$ cat config.mk
export PLATFORM = sky130hd
export DESIGN_NAME = nib3w_slave
export DESIGN_NICKNAME = d
export VERILOG_FILES = /design/src/rtl/nib3w_pkg.sv /design/src/rtl/nib3w_sync.sv /design/src/rtl/nib3w_edge.sv /design/src/rtl/nib3w_regfile.sv /design/src/rtl/nib3w_frame.sv /design/src/rtl/nib3w_slave.sv
export SDC_FILE = /design/constraint.sdc
export NUM_CORES = 1
export LEC_CHECK = 0
export BUFFER_PORTS_ARGS = -buffer_cell sky130_fd_sc_hd__buf_2
export CAP_MARGIN = 20
export CORE_ASPECT_RATIO = 0.5
export CORE_UTILIZATION = 30
export CTS_BUF_LIST = sky130_fd_sc_hd__clkbuf_16
export DETAILED_ROUTE_END_ITERATION = 6
export PLACE_DENSITY_LB_ADDON = 0.3
export SKIP_CTS_REPAIR_TIMING = 1
export SYNTH_ARGS = -nofsm -noshare
export SYNTH_HDL_FRONTEND = slang
export SYNTH_SLANG_ARGS = --single-unit
$ cat constraint.sdc
create_clock -name clk -period 1.5 [get_ports clk]
set_input_delay 0.075 -clock clk [delete_from_list [all_inputs] [get_ports clk]]
set_output_delay 0.075 -clock clk [all_outputs]
set_load 0.1 [all_outputs]
$ cat src/rtl/nib3w_pkg.sv
`timescale 1ns/1ps
// Package: shared state type and frame-layout constants for the three-wire slave.
// Assumes a fixed 4-bit control field at the head of every frame.
package nib3w_pkg;

    localparam int CTRL_W = 4;   // control field width, first bit ignored

    typedef enum logic [1:0] {
        LNK_IDLE  = 2'd0,         // waiting for an enable rising edge
        LNK_CMD   = 2'd1,         // shifting in a control/payload frame
        LNK_RDOUT = 2'd2,         // read output group in progress
        LNK_TAIL  = 2'd3          // waiting for the edge that releases the line
    } link_state_t;

endpackage

$ cat src/rtl/nib3w_sync.sv
`timescale 1ns/1ps
// Module: two-stage synchronizer bank for W asynchronous inputs.
// Assumes the inputs are slow compared with clk. RST_VAL gives the settled
// value that each bit takes in reset.
module nib3w_sync #(
    parameter int         W       = 3,
    parameter logic [W-1:0] RST_VAL = '0
) (
    input  logic         clk,
    input  logic         rst_n,
    input  logic [W-1:0] async_i,
    output logic [W-1:0] level_o
);

    generate
        for (genvar b = 0; b < W; b++) begin : g_bit
            logic meta_q;
            logic safe_q;

            // Purpose: two flops in series bring this bit into the clk domain.
            always_ff @(posedge clk) begin
                if (!rst_n) begin
                    meta_q <= RST_VAL[b];
                    safe_q <= RST_VAL[b];
                end else begin
                    meta_q <= async_i[b];
                    safe_q <= meta_q;
                end
            end

            assign level_o[b] = safe_q;
        end
    endgenerate

endmodule

$ cat src/rtl/nib3w_edge.sv
`timescale 1ns/1ps
// Module: single-cycle rise and fall pulses for one synchronized level.
// Assumes the input is already in the clk domain. RST_VAL stops a level that
// is steady from reset from producing a spurious edge.
module nib3w_edge #(
    parameter logic RST_VAL = 1'b0
) (
    input  logic clk,
    input  logic rst_n,
    input  logic level_i,
    output logic rise_o,
    output logic fall_o
);

    logic prev_q;

    // Purpose: keep the previous sample so that edges can be seen.
    always_ff @(posedge clk) begin
        if (!rst_n) prev_q <= RST_VAL;
        else        prev_q <= level_i;
    end

    assign rise_o = level_i & ~prev_q;
    assign fall_o = ~level_i & prev_q;

endmodule

$ cat src/rtl/nib3w_regfile.sv
`timescale 1ns/1ps
// Module: 2**NIB_W cells of NIB_W bits with one write port and a combinational
// read port. Assumes the caller gives at most one write strobe per cycle.
// The decoded per-cell write hits are brought out so they can be checked.
module nib3w_regfile #(
    parameter int NIB_W = 4,
    localparam int DEPTH = 2 ** NIB_W
) (
    input  logic             clk,
    input  logic             rst_n,
    input  logic             wr_stb_i,
    input  logic [NIB_W-1:0] wr_idx_i,
    input  logic [NIB_W-1:0] wr_data_i,
    input  logic [NIB_W-1:0] rd_idx_i,
    output logic [NIB_W-1:0] rd_data_o,
    output logic [DEPTH-1:0] wr_hit_o
);

    logic [NIB_W-1:0] cells [DEPTH];

    generate
        for (genvar i = 0; i < DEPTH; i++) begin : g_cell
            logic [NIB_W-1:0] cell_q;

            assign wr_hit_o[i] = wr_stb_i && (wr_idx_i == NIB_W'(i));

            // Purpose: store a data nibble when this cell is addressed.
            always_ff @(posedge clk) begin
                if (!rst_n)           cell_q <= '0;
                else if (wr_hit_o[i]) cell_q <= wr_data_i;
            end

            assign cells[i] = cell_q;
        end
    endgenerate

    assign rd_data_o = cells[rd_idx_i];

endmodule

$ cat src/rtl/nib3w_frame.sv
`timescale 1ns/1ps
// Module: frame engine. It counts shift-clock edges, decodes the control
// field, holds the address register, issues write strobes and sequences the
// read output group on the data line.
// Assumes enable and clock edges arrive as single-cycle pulses from the sync
// logic, and that din is delayed by the same amount as the clock.
module nib3w_frame
    import nib3w_pkg::*;
#(
    parameter int NIB_W = 4,
    localparam int FRAME_W = CTRL_W + NIB_W,
    localparam int LAST    = FRAME_W - 1,
    localparam int CNT_W   = $clog2(FRAME_W),
    localparam int BSEL_W  = (NIB_W > 1) ? $clog2(NIB_W) : 1,
    localparam int SH_W    = FRAME_W - 2,
    localparam int DRIVE_K = 1,                 // rising edge 2 of the group
    localparam int DATA_K  = FRAME_W - NIB_W    // rising edge where data starts
) (
    input  logic             clk,
    input  logic             rst_n,
    input  logic             en_lvl_i,
    input  logic             en_rise_i,
    input  logic             sck_rise_i,
    input  logic             sck_fall_i,
    input  logic             din_i,
    input  logic [NIB_W-1:0] rd_nib_i,
    output logic [NIB_W-1:0] rd_idx_o,
    output logic [NIB_W-1:0] addr_o,
    output logic             wr_stb_o,
    output logic [NIB_W-1:0] wr_data_o,
    output logic             dout_o,
    output logic             doe_o
);

    link_state_t       state_q;
    logic [CNT_W-1:0]  cnt_q;
    logic [SH_W-1:0]   shift_q;     // the ignored first bit drops off the top
    logic [NIB_W-1:0]  addr_q;
    logic [NIB_W-1:0]  rd_hold_q;
    logic [NIB_W-1:0]  payload;
    logic              ctl_rw, ctl_ad, ctl_dt;
    logic              frame_end, is_addr, is_write, is_read;
    logic              cnt_last;
    logic [BSEL_W-1:0] bit_sel;

    // Purpose: decode the frame as it would be complete if this bit ends it.
    always_comb begin
        ctl_rw    = shift_q[SH_W-1];
        ctl_ad    = shift_q[SH_W-2];
        ctl_dt    = shift_q[SH_W-3];
        payload   = {shift_q[NIB_W-2:0], din_i};
        cnt_last  = (cnt_q == CNT_W'(LAST));
        frame_end = (state_q == LNK_CMD) && sck_fall_i && cnt_last;
        is_addr   = ctl_ad && !ctl_dt;
        is_write  = ctl_dt && !ctl_rw && !ctl_ad;
        is_read   = ctl_rw && ctl_ad && !ctl_dt;
        bit_sel   = BSEL_W'(LAST - int'(cnt_q));
    end

    assign rd_idx_o = payload;

    // Purpose: link sequencing and edge counting; enable low aborts everything.
    always_ff @(posedge clk) begin
        if (!rst_n) begin
            state_q <= LNK_IDLE;
            cnt_q   <= '0;
        end else if (!en_lvl_i) begin
            state_q <= LNK_IDLE;
            cnt_q   <= '0;
        end else begin
            case (state_q)
                LNK_IDLE: begin
                    if (en_rise_i) begin
                        state_q <= LNK_CMD;
                        cnt_q   <= '0;
                    end
                end
                LNK_CMD: begin
                    if (sck_fall_i) begin
                        cnt_q <= cnt_last ? '0 : cnt_q + 1'b1;
                        if (cnt_last && is_read) state_q <= LNK_RDOUT;
                    end
                end
                LNK_RDOUT: begin
                    if (sck_rise_i) begin
                        cnt_q <= cnt_last ? '0 : cnt_q + 1'b1;
                        if (cnt_last) state_q <= LNK_TAIL;
                    end
                end
                LNK_TAIL: begin
                    if (sck_rise_i) begin
                        state_q <= LNK_CMD;
                        cnt_q   <= '0;
                    end
                end
                default: state_q <= LNK_IDLE;
            endcase
        end
    end

    // Purpose: shift in frame bits on falling edges while a frame is open.
    always_ff @(posedge clk) begin
        if (!rst_n)                                  shift_q <= '0;
        else if (sck_fall_i && state_q == LNK_CMD)   shift_q <= {shift_q[SH_W-2:0], din_i};
    end

    // Purpose: address register, loaded only by an address-strobe frame.
    always_ff @(posedge clk) begin
        if (!rst_n)                     addr_q <= '0;
        else if (frame_end && is_addr)  addr_q <= payload;
    end

    // Purpose: one-cycle write request at the end of a data-write frame.
    always_ff @(posedge clk) begin
        if (!rst_n) begin
            wr_stb_o  <= 1'b0;
            wr_data_o <= '0;
        end else begin
            wr_stb_o  <= frame_end && is_write && en_lvl_i;
            wr_data_o <= payload;
        end
    end

    // Purpose: capture the nibble to be returned when a read frame ends.
    always_ff @(posedge clk) begin
        if (!rst_n)                     rd_hold_q <= '0;
        else if (frame_end && is_read)  rd_hold_q <= rd_nib_i;
    end

    // Purpose: drive and release the data line at the defined rising edges.
    always_ff @(posedge clk) begin
        if (!rst_n || !en_lvl_i) begin
            doe_o  <= 1'b0;
            dout_o <= 1'b0;
        end else if (sck_rise_i) begin
            if (state_q == LNK_RDOUT) begin
                if (cnt_q == CNT_W'(DRIVE_K)) begin
                    doe_o  <= 1'b1;
                    dout_o <= 1'b0;
                end
                if (cnt_q >= CNT_W'(DATA_K)) dout_o <= rd_hold_q[bit_sel];
            end else if (state_q == LNK_TAIL) begin
                doe_o  <= 1'b0;
                dout_o <= 1'b0;
            end
        end
    end

    assign addr_o = addr_q;

endmodule

$ cat src/rtl/nib3w_slave.sv
`timescale 1ns/1ps
// Module: top of the three-wire nibble register slave. It synchronizes the
// serial pins, finds their edges, and joins the frame engine to the register
// file. Assumes the pad combines sdio_o/sdio_oe into the shared line outside.
module nib3w_slave #(
    parameter int NIB_W = 4,
    localparam int DEPTH = 2 ** NIB_W
) (
    input  logic clk,
    input  logic rst_n,
    input  logic ser_en,
    input  logic ser_clk,
    input  logic sdio_i,
    output logic sdio_o,
    output logic sdio_oe
);

    localparam int           PIN_EN  = 0;
    localparam int           PIN_CLK = 1;
    localparam int           PIN_DAT = 2;
    localparam logic [2:0]   PIN_RST = 3'b001;   // enable settles high in reset

    logic [2:0]       pin_lvl;
    logic             en_lvl, en_rise, en_fall;
    logic             sck_rise, sck_fall;
    logic [NIB_W-1:0] rd_idx, rd_nib, addr_q, wr_data;
    logic             wr_stb;
    logic [DEPTH-1:0] wr_hit;

    nib3w_sync #(.W(3), .RST_VAL(PIN_RST)) u_sync (
        .clk     (clk),
        .rst_n   (rst_n),
        .async_i ({sdio_i, ser_clk, ser_en}),
        .level_o (pin_lvl)
    );

    assign en_lvl = pin_lvl[PIN_EN];

    nib3w_edge #(.RST_VAL(PIN_RST[PIN_EN])) u_en_edge (
        .clk     (clk),
        .rst_n   (rst_n),
        .level_i (en_lvl),
        .rise_o  (en_rise),
        .fall_o  (en_fall)
    );

    nib3w_edge #(.RST_VAL(PIN_RST[PIN_CLK])) u_sck_edge (
        .clk     (clk),
        .rst_n   (rst_n),
        .level_i (pin_lvl[PIN_CLK]),
        .rise_o  (sck_rise),
        .fall_o  (sck_fall)
    );

    nib3w_frame #(.NIB_W(NIB_W)) u_frame (
        .clk        (clk),
        .rst_n      (rst_n),
        .en_lvl_i   (en_lvl),
        .en_rise_i  (en_rise),
        .sck_rise_i (sck_rise),
        .sck_fall_i (sck_fall),
        .din_i      (pin_lvl[PIN_DAT]),
        .rd_nib_i   (rd_nib),
        .rd_idx_o   (rd_idx),
        .addr_o     (addr_q),
        .wr_stb_o   (wr_stb),
        .wr_data_o  (wr_data),
        .dout_o     (sdio_o),
        .doe_o      (sdio_oe)
    );

    nib3w_regfile #(.NIB_W(NIB_W)) u_regs (
        .clk       (clk),
        .rst_n     (rst_n),
        .wr_stb_i  (wr_stb),
        .wr_idx_i  (addr_q),
        .wr_data_i (wr_data),
        .rd_idx_i  (rd_idx),
        .rd_data_o (rd_nib),
        .wr_hit_o  (wr_hit)
    );

endmodule

* Yosys cells after proc, flatten, opt, wreduce, memory -nomap -nowiden
Cells that the tools add are included.
Word-level totals: bits in registers 98, word-level logic and storage cells 139
Operators by class: $add $sub $neg 2, magnitude comparators 3, equal/unequal tests 28, mux-type cells 24, bitwise operators 7, reduce and logical (&&, ||, !) cells 42
Operators with widths (count):
- $eq 4x4->1 const B | 8
- $logic_and 1x1->1 | 28
- $bmux 4 s4 | 1
- $eq 4x3->1 const B | 4
- $mux 3 | 5
- $mux 2 | 6
- $pmux 3 s4 | 1
- $ne 2x2->1 const B | 5
- $eq 4x2->1 const B | 2
- $mux 4 | 2
- $pmux 2 s4 | 1
- $mux 1 | 7
- $reduce_and 3->1 | 2
- $reduce_and 6->1 | 1
- $ge 5x5->1 const B | 1
- $logic_not 1->1 | 5
- $not 4->5 | 1
- $eq 2x2->1 const B | 2
- $eq 4x1->1 const B | 1
- $logic_not 4->1 | 1
- $ne 2x1->1 const B | 2
- $reduce_and 4->1 | 1
- $add 3x1->3 const B | 1
- $and 1x1->1 | 3
- 13 further kinds | 15

* Logic depth before layout (Yosys ltp)
word-level depth 6, mapped depth 7

* Modules after synthesis
A second synthesis with hierarchy kept.
Unflattened totals: cell total of the unflattened synthesis 524, area, all modules 4820.9 um^2
Modules (own cells, without submodules):
- nib3w_regfile | instances 1, cells an instance 372, area an instance 3326.9 um^2, sequential area each 1281.2 um^2
- nib3w_frame | instances 1, cells an instance 129, area an instance 1236.2 um^2, sequential area each 520.5 um^2
- nib3w_sync | instances 1, cells an instance 15, area an instance 180.2 um^2, sequential area each 120.1 um^2
- nib3w_edge | instances 2, cells an instance 4, area an instance 38.8 um^2, sequential area each 20.0 um^2

* Worst setup path before layout
No wires, ideal clock.
path type register to register, start register u_frame.state_q[0], end register u_frame.cnt_q[0], setup time 70 ps, data arrival time 1588 ps, required time 1430 ps, path slack -158 ps, stages on the path, launching flop included 7, buffers on the path 0, clock period less this slack 1658 ps, path through dfxtp_1 > inv_1 > ha_1 > a211oi_4 > o21ai_2 > or4b_1 > a21oi_1
Between the ends: cells in the longest elaborated chain, start to end 3, elaborated cells on any way between the ends 10
RTL lines:
- start: declaration | RTL line nib3w_frame.sv:35 | link_state_t state_q;
- start signal: assignment | RTL line nib3w_frame.sv:65 | state_q <= LNK_IDLE;
- start signal: assignment | RTL line nib3w_frame.sv:68 | state_q <= LNK_IDLE;
- start signal: assignment | RTL line nib3w_frame.sv:74 | state_q <= LNK_CMD;
- $eq 2x1->1 (tied with other cells) | RTL line nib3w_frame.sv:71 | case (state_q)
- $ne 2x1->1 (no source line) or $ne 2x2->1 (tied branches)
- $reduce_and 4->1 (no source line)
- end signal: assignment | RTL line nib3w_frame.sv:80 | cnt_q <= cnt_last ? '0 : cnt_q + 1'b1;
- end signal: assignment | RTL line nib3w_frame.sv:86 | cnt_q <= cnt_last ? '0 : cnt_q + 1'b1;
- end: declaration | RTL line nib3w_frame.sv:36 | logic [CNT_W-1:0] cnt_q;
Parallel ways exist; a longest one is shown, timed or not. A chain may end at the register's enable or synchronous reset.

* Worst setup path after layout
start register u_frame.state_q[1], end register u_frame.cnt_q[0]
The elaborated chain is that of the path after synthesis.

==> results.sh <==
export IMPL_grt_use_total_pct=13.96
export IMPL_status="complete, but fails checks"
export IMPL_root_buffer="clkbuf_16"
export IMPL_cp_slowest_cell="or4b_4"
export IMPL_utilization_pct=38.71
export IMPL_hold_viol_final=0
export IMPL_netlist_area_um2=4372
export IMPL_cts_tree="yes"
export IMPL_path_cells="inv_4 > ha_4 > a211oi_4 > o21ai_2 > or4b_4 > a21oi_2"
export IMPL_mostFrequentLayoutCells="93 x dfxtp_1, 65 x mux2i_1, 60 x nor2b_1"
export IMPL_cp_end_kind="register"
export IMPL_layout_commonest_cell="dfxtp_1"
export IMPL_clkSinkCount=98
export IMPL_yosys_area_share_simple_pct=19.20
export IMPL_setup_viol=14
export IMPL_synthAdderAreaFrac_pct=2.290
export IMPL_criticalPathCategory="reg -> reg"
export IMPL_slowest_delay_ns=0.49
export IMPL_cts_buffers_inserted=9
export IMPL_dp_hpwl_mm=6.553
export IMPL_tightest_slew_ns=0.4878
export IMPL_peakVddDrop_v=0.0004233
export IMPL_syn_nets=423
export IMPL_slew_viol_final=0
export IMPL_num_antenna_cells=0
export IMPL_synth_compound_area_share_pct=6.840
export IMPL_port_buffers=6
export IMPL_routedWlPerCell_um=15.12
export IMPL_cp_max_fo=4
export IMPL_finalSetupTns_ns=-0.7813
export IMPL_die_area_um2=15090
export IMPL_setup_slack_ns=-0.1986
export IMPL_required_ns=1.78
export IMPL_io_pin_count=7
export IMPL_max_freq_mhz=588.7
export IMPL_clkTransAtPathRegs_ns=0.06
export IMPL_place_gp_congestion=0.7680
export IMPL_grt_ovfl_total=0
export IMPL_finalCritPeriodShare_pct=113.2
export IMPL_cp_arrival_ns=1.97
export IMPL_synth_seq_area_share_pct=44.88
export IMPL_cts_path_max_buffers=2
export IMPL_place_area_um2=4938
export IMPL_htreeDepth=3
export IMPL_synth_enable_flop_cells=0
export IMPL_holdCritPathClass="in -> reg"
export IMPL_drc=0
export IMPL_via_per_inst=4.685
export IMPL_grt_antenna_before_repair=0
export IMPL_multi_input_area_um2=2402
export IMPL_postSynthCellCount=410
export IMPL_grt_max_degree=61
export IMPL_vias=3045
export IMPL_synth_top_family_by_area="multiplexers"
export IMPL_clk_latency_ns=0.34
export IMPL_final_nets=470
export IMPL_syn2layout_area_growth_pct=22.98
export IMPL_syn_area_per_cell_um2=10.66
export IMPL_start_util_pct=31.48
export IMPL_rsz0062_at_grt="true"
export IMPL_synthMuxAreaShare_pct=24.10
export IMPL_dp_slack_ns=-0.1178
export IMPL_die_w_um=172.7
export IMPL_power_density_nw_per_um2=927.7
export IMPL_grt_pass1_wl_mm=16.03
export IMPL_ys_types=34
export IMPL_ant_nets=0
export IMPL_period_needed_ns=1.699
export IMPL_core_area_um2=13890
export IMPL_clock_skew_ns=0.007034
export IMPL_maxSlewHeadroom_pct=67.70
export IMPL_dr_pass1_iters=4
export IMPL_synth_top_flop_cell="dfxtp_1"
export IMPL_fp_row_count=30
export IMPL_grt_pass1_vias=2930
export IMPL_synth_xor_area_share_pct=0
export IMPL_start_kind="register"
export IMPL_design_area_um2=5376
export IMPL_p_leak_nw=1.914
export IMPL_violations="setup timing"
export IMPL_drive_above_1_share_pct=25.98
export IMPL_yosysWarnings=0
export IMPL_die_height_um=87.36
export IMPL_drt_wl_total_mm=9.825
export IMPL_regArea_um2=1976
export IMPL_drt_iter0_markers=124
export IMPL_fillers=1374
export IMPL_synth_async_reset_ratio_pct=0
export IMPL_synth_seq_cells=98
export IMPL_maxCapViolations=0
## where the power goes
| group | switching, W | internal, W | total [W] |
|---|---|---|---|
| Sequential | 0.0000208 | 0.00262 | 0.00264 |
| Clock | 0.000919 | 0.00107 | 0.00199 |
| Combinational | 0.000167 | 0.000187 | 0.000354 |
## critical path, delay by kind of cell, from the launching register on
kind            cells  cell delay (ns)
flops               1             0.38
compound gates      3             0.56
fa+ha+maj           1             0.16
buf+inv             1             0.04
simple gates        1             0.49
## final cells by class
cell class	count	share of cell area [%]
Tap cell	192	4.468
Clock inverter	3	0.2327
Multi-Input combinational cell	282	44.68
Inverter	5	0.4422
Sequential cell	98	36.75
Timing Repair Buffer	61	9.239
Clock buffer	9	4.189
## synthesized netlist by cell type, types with 2 or more instances
| master | n | area share, % |
|---|---|---|
| dfxtp_1 | 98 | 45 |
| mux2i_1 | 67 | 15 |
| mux4_2 | 17 | 8.8 |
| o21ai_2 | 2 | 0.40 |
| nor3b_1 | 2 | 0.34 |
| buf_2 | 3 | 0.34 |
| nand3_1 | 12 | 1.4 |
| nor2b_1 | 60 | 8.6 |
| a21oi_1 | 4 | 0.46 |
| ha_1 | 8 | 2.3 |
| and2_1 | 10 | 1.4 |
| nand2_1 | 24 | 2.1 |
| inv_1 | 5 | 0.43 |
| o221ai_1 | 5 | 1.0 |
| a21boi_0 | 14 | 2.4 |
| nor2_1 | 18 | 1.5 |
| o21ai_0 | 13 | 1.5 |
| nand2b_1 | 7 | 1.0 |
| clkbuf_1 | 21 | 1.8 |
| nand3b_1 | 6 | 1.0 |
## routing by layer
layer | track usage (%) | up-vias | routed length [um]
li1 | - | 1521 | -
met1 | 19.09 | 1456 | 4955
met2 | 21.15 | 53 | 4220
met3 | 3.534 | 15 | 486
met4 | 5.390 | 0 | 163
met5 | 0 | - | 0
## worst paths after layout
path	from	endpoint	slack (ns)	cells past startpoint
max reg2reg	u_frame.state_q[1]$_SDFFE_PN0P_	u_frame.cnt_q[0]$_SDFFE_PN0P_	-0.20	6
min reg2reg	u_sync.g_bit[0].meta_q$_SDFF_PN1_	u_sync.g_bit[0].safe_q$_SDFF_PN1_	0.41	1
max	u_frame.state_q[1]$_SDFFE_PN0P_	u_frame.cnt_q[0]$_SDFFE_PN0P_	-0.20	6
min	rst_n	u_frame.addr_o[2]$_SDFFE_PN0P_	0.12	2
## flip-flops by register name, indices dropped and copies added, names as in the netlist
register              flops
u_frame.doe_o             1
u_sync.g_bit.safe_q       3
u_en_edge.prev_q          1
u_frame.dout_o            1
u_frame.state_q           2
u_frame.cnt_q             3
u_frame.addr_o            4
u_frame.shift_q           6
u_frame.wr_stb_o          1
u_regs.g_cell.cell_q     64
u_sync.g_bit.meta_q       3
u_frame.wr_data_o         4
u_frame.rd_hold_q         4
u_sck_edge.prev_q         1
## logic make-up after synthesis
logic type	count (synthesis)
AO/OA/AOI/OAI	42
adder cells (fa/ha/maj)	8
buffers and inverters	30
flip-flops	98
multiplexers	84
AND/OR/NAND/NOR	148
## metrics by stage
step	std cells	hold WS (ns)	total power, W
after floorplan	410	0.1765	0.002898
after global placement	628	0.2728	0.003019
after detailed placement	628	0.2779	0.003021
after CTS	640	-0.08383	0.005020
after global routing	650	0.1374	0.005195
final	650	0.1191	0.004988
No activity file was read; power rests on OpenSTA's default activity.
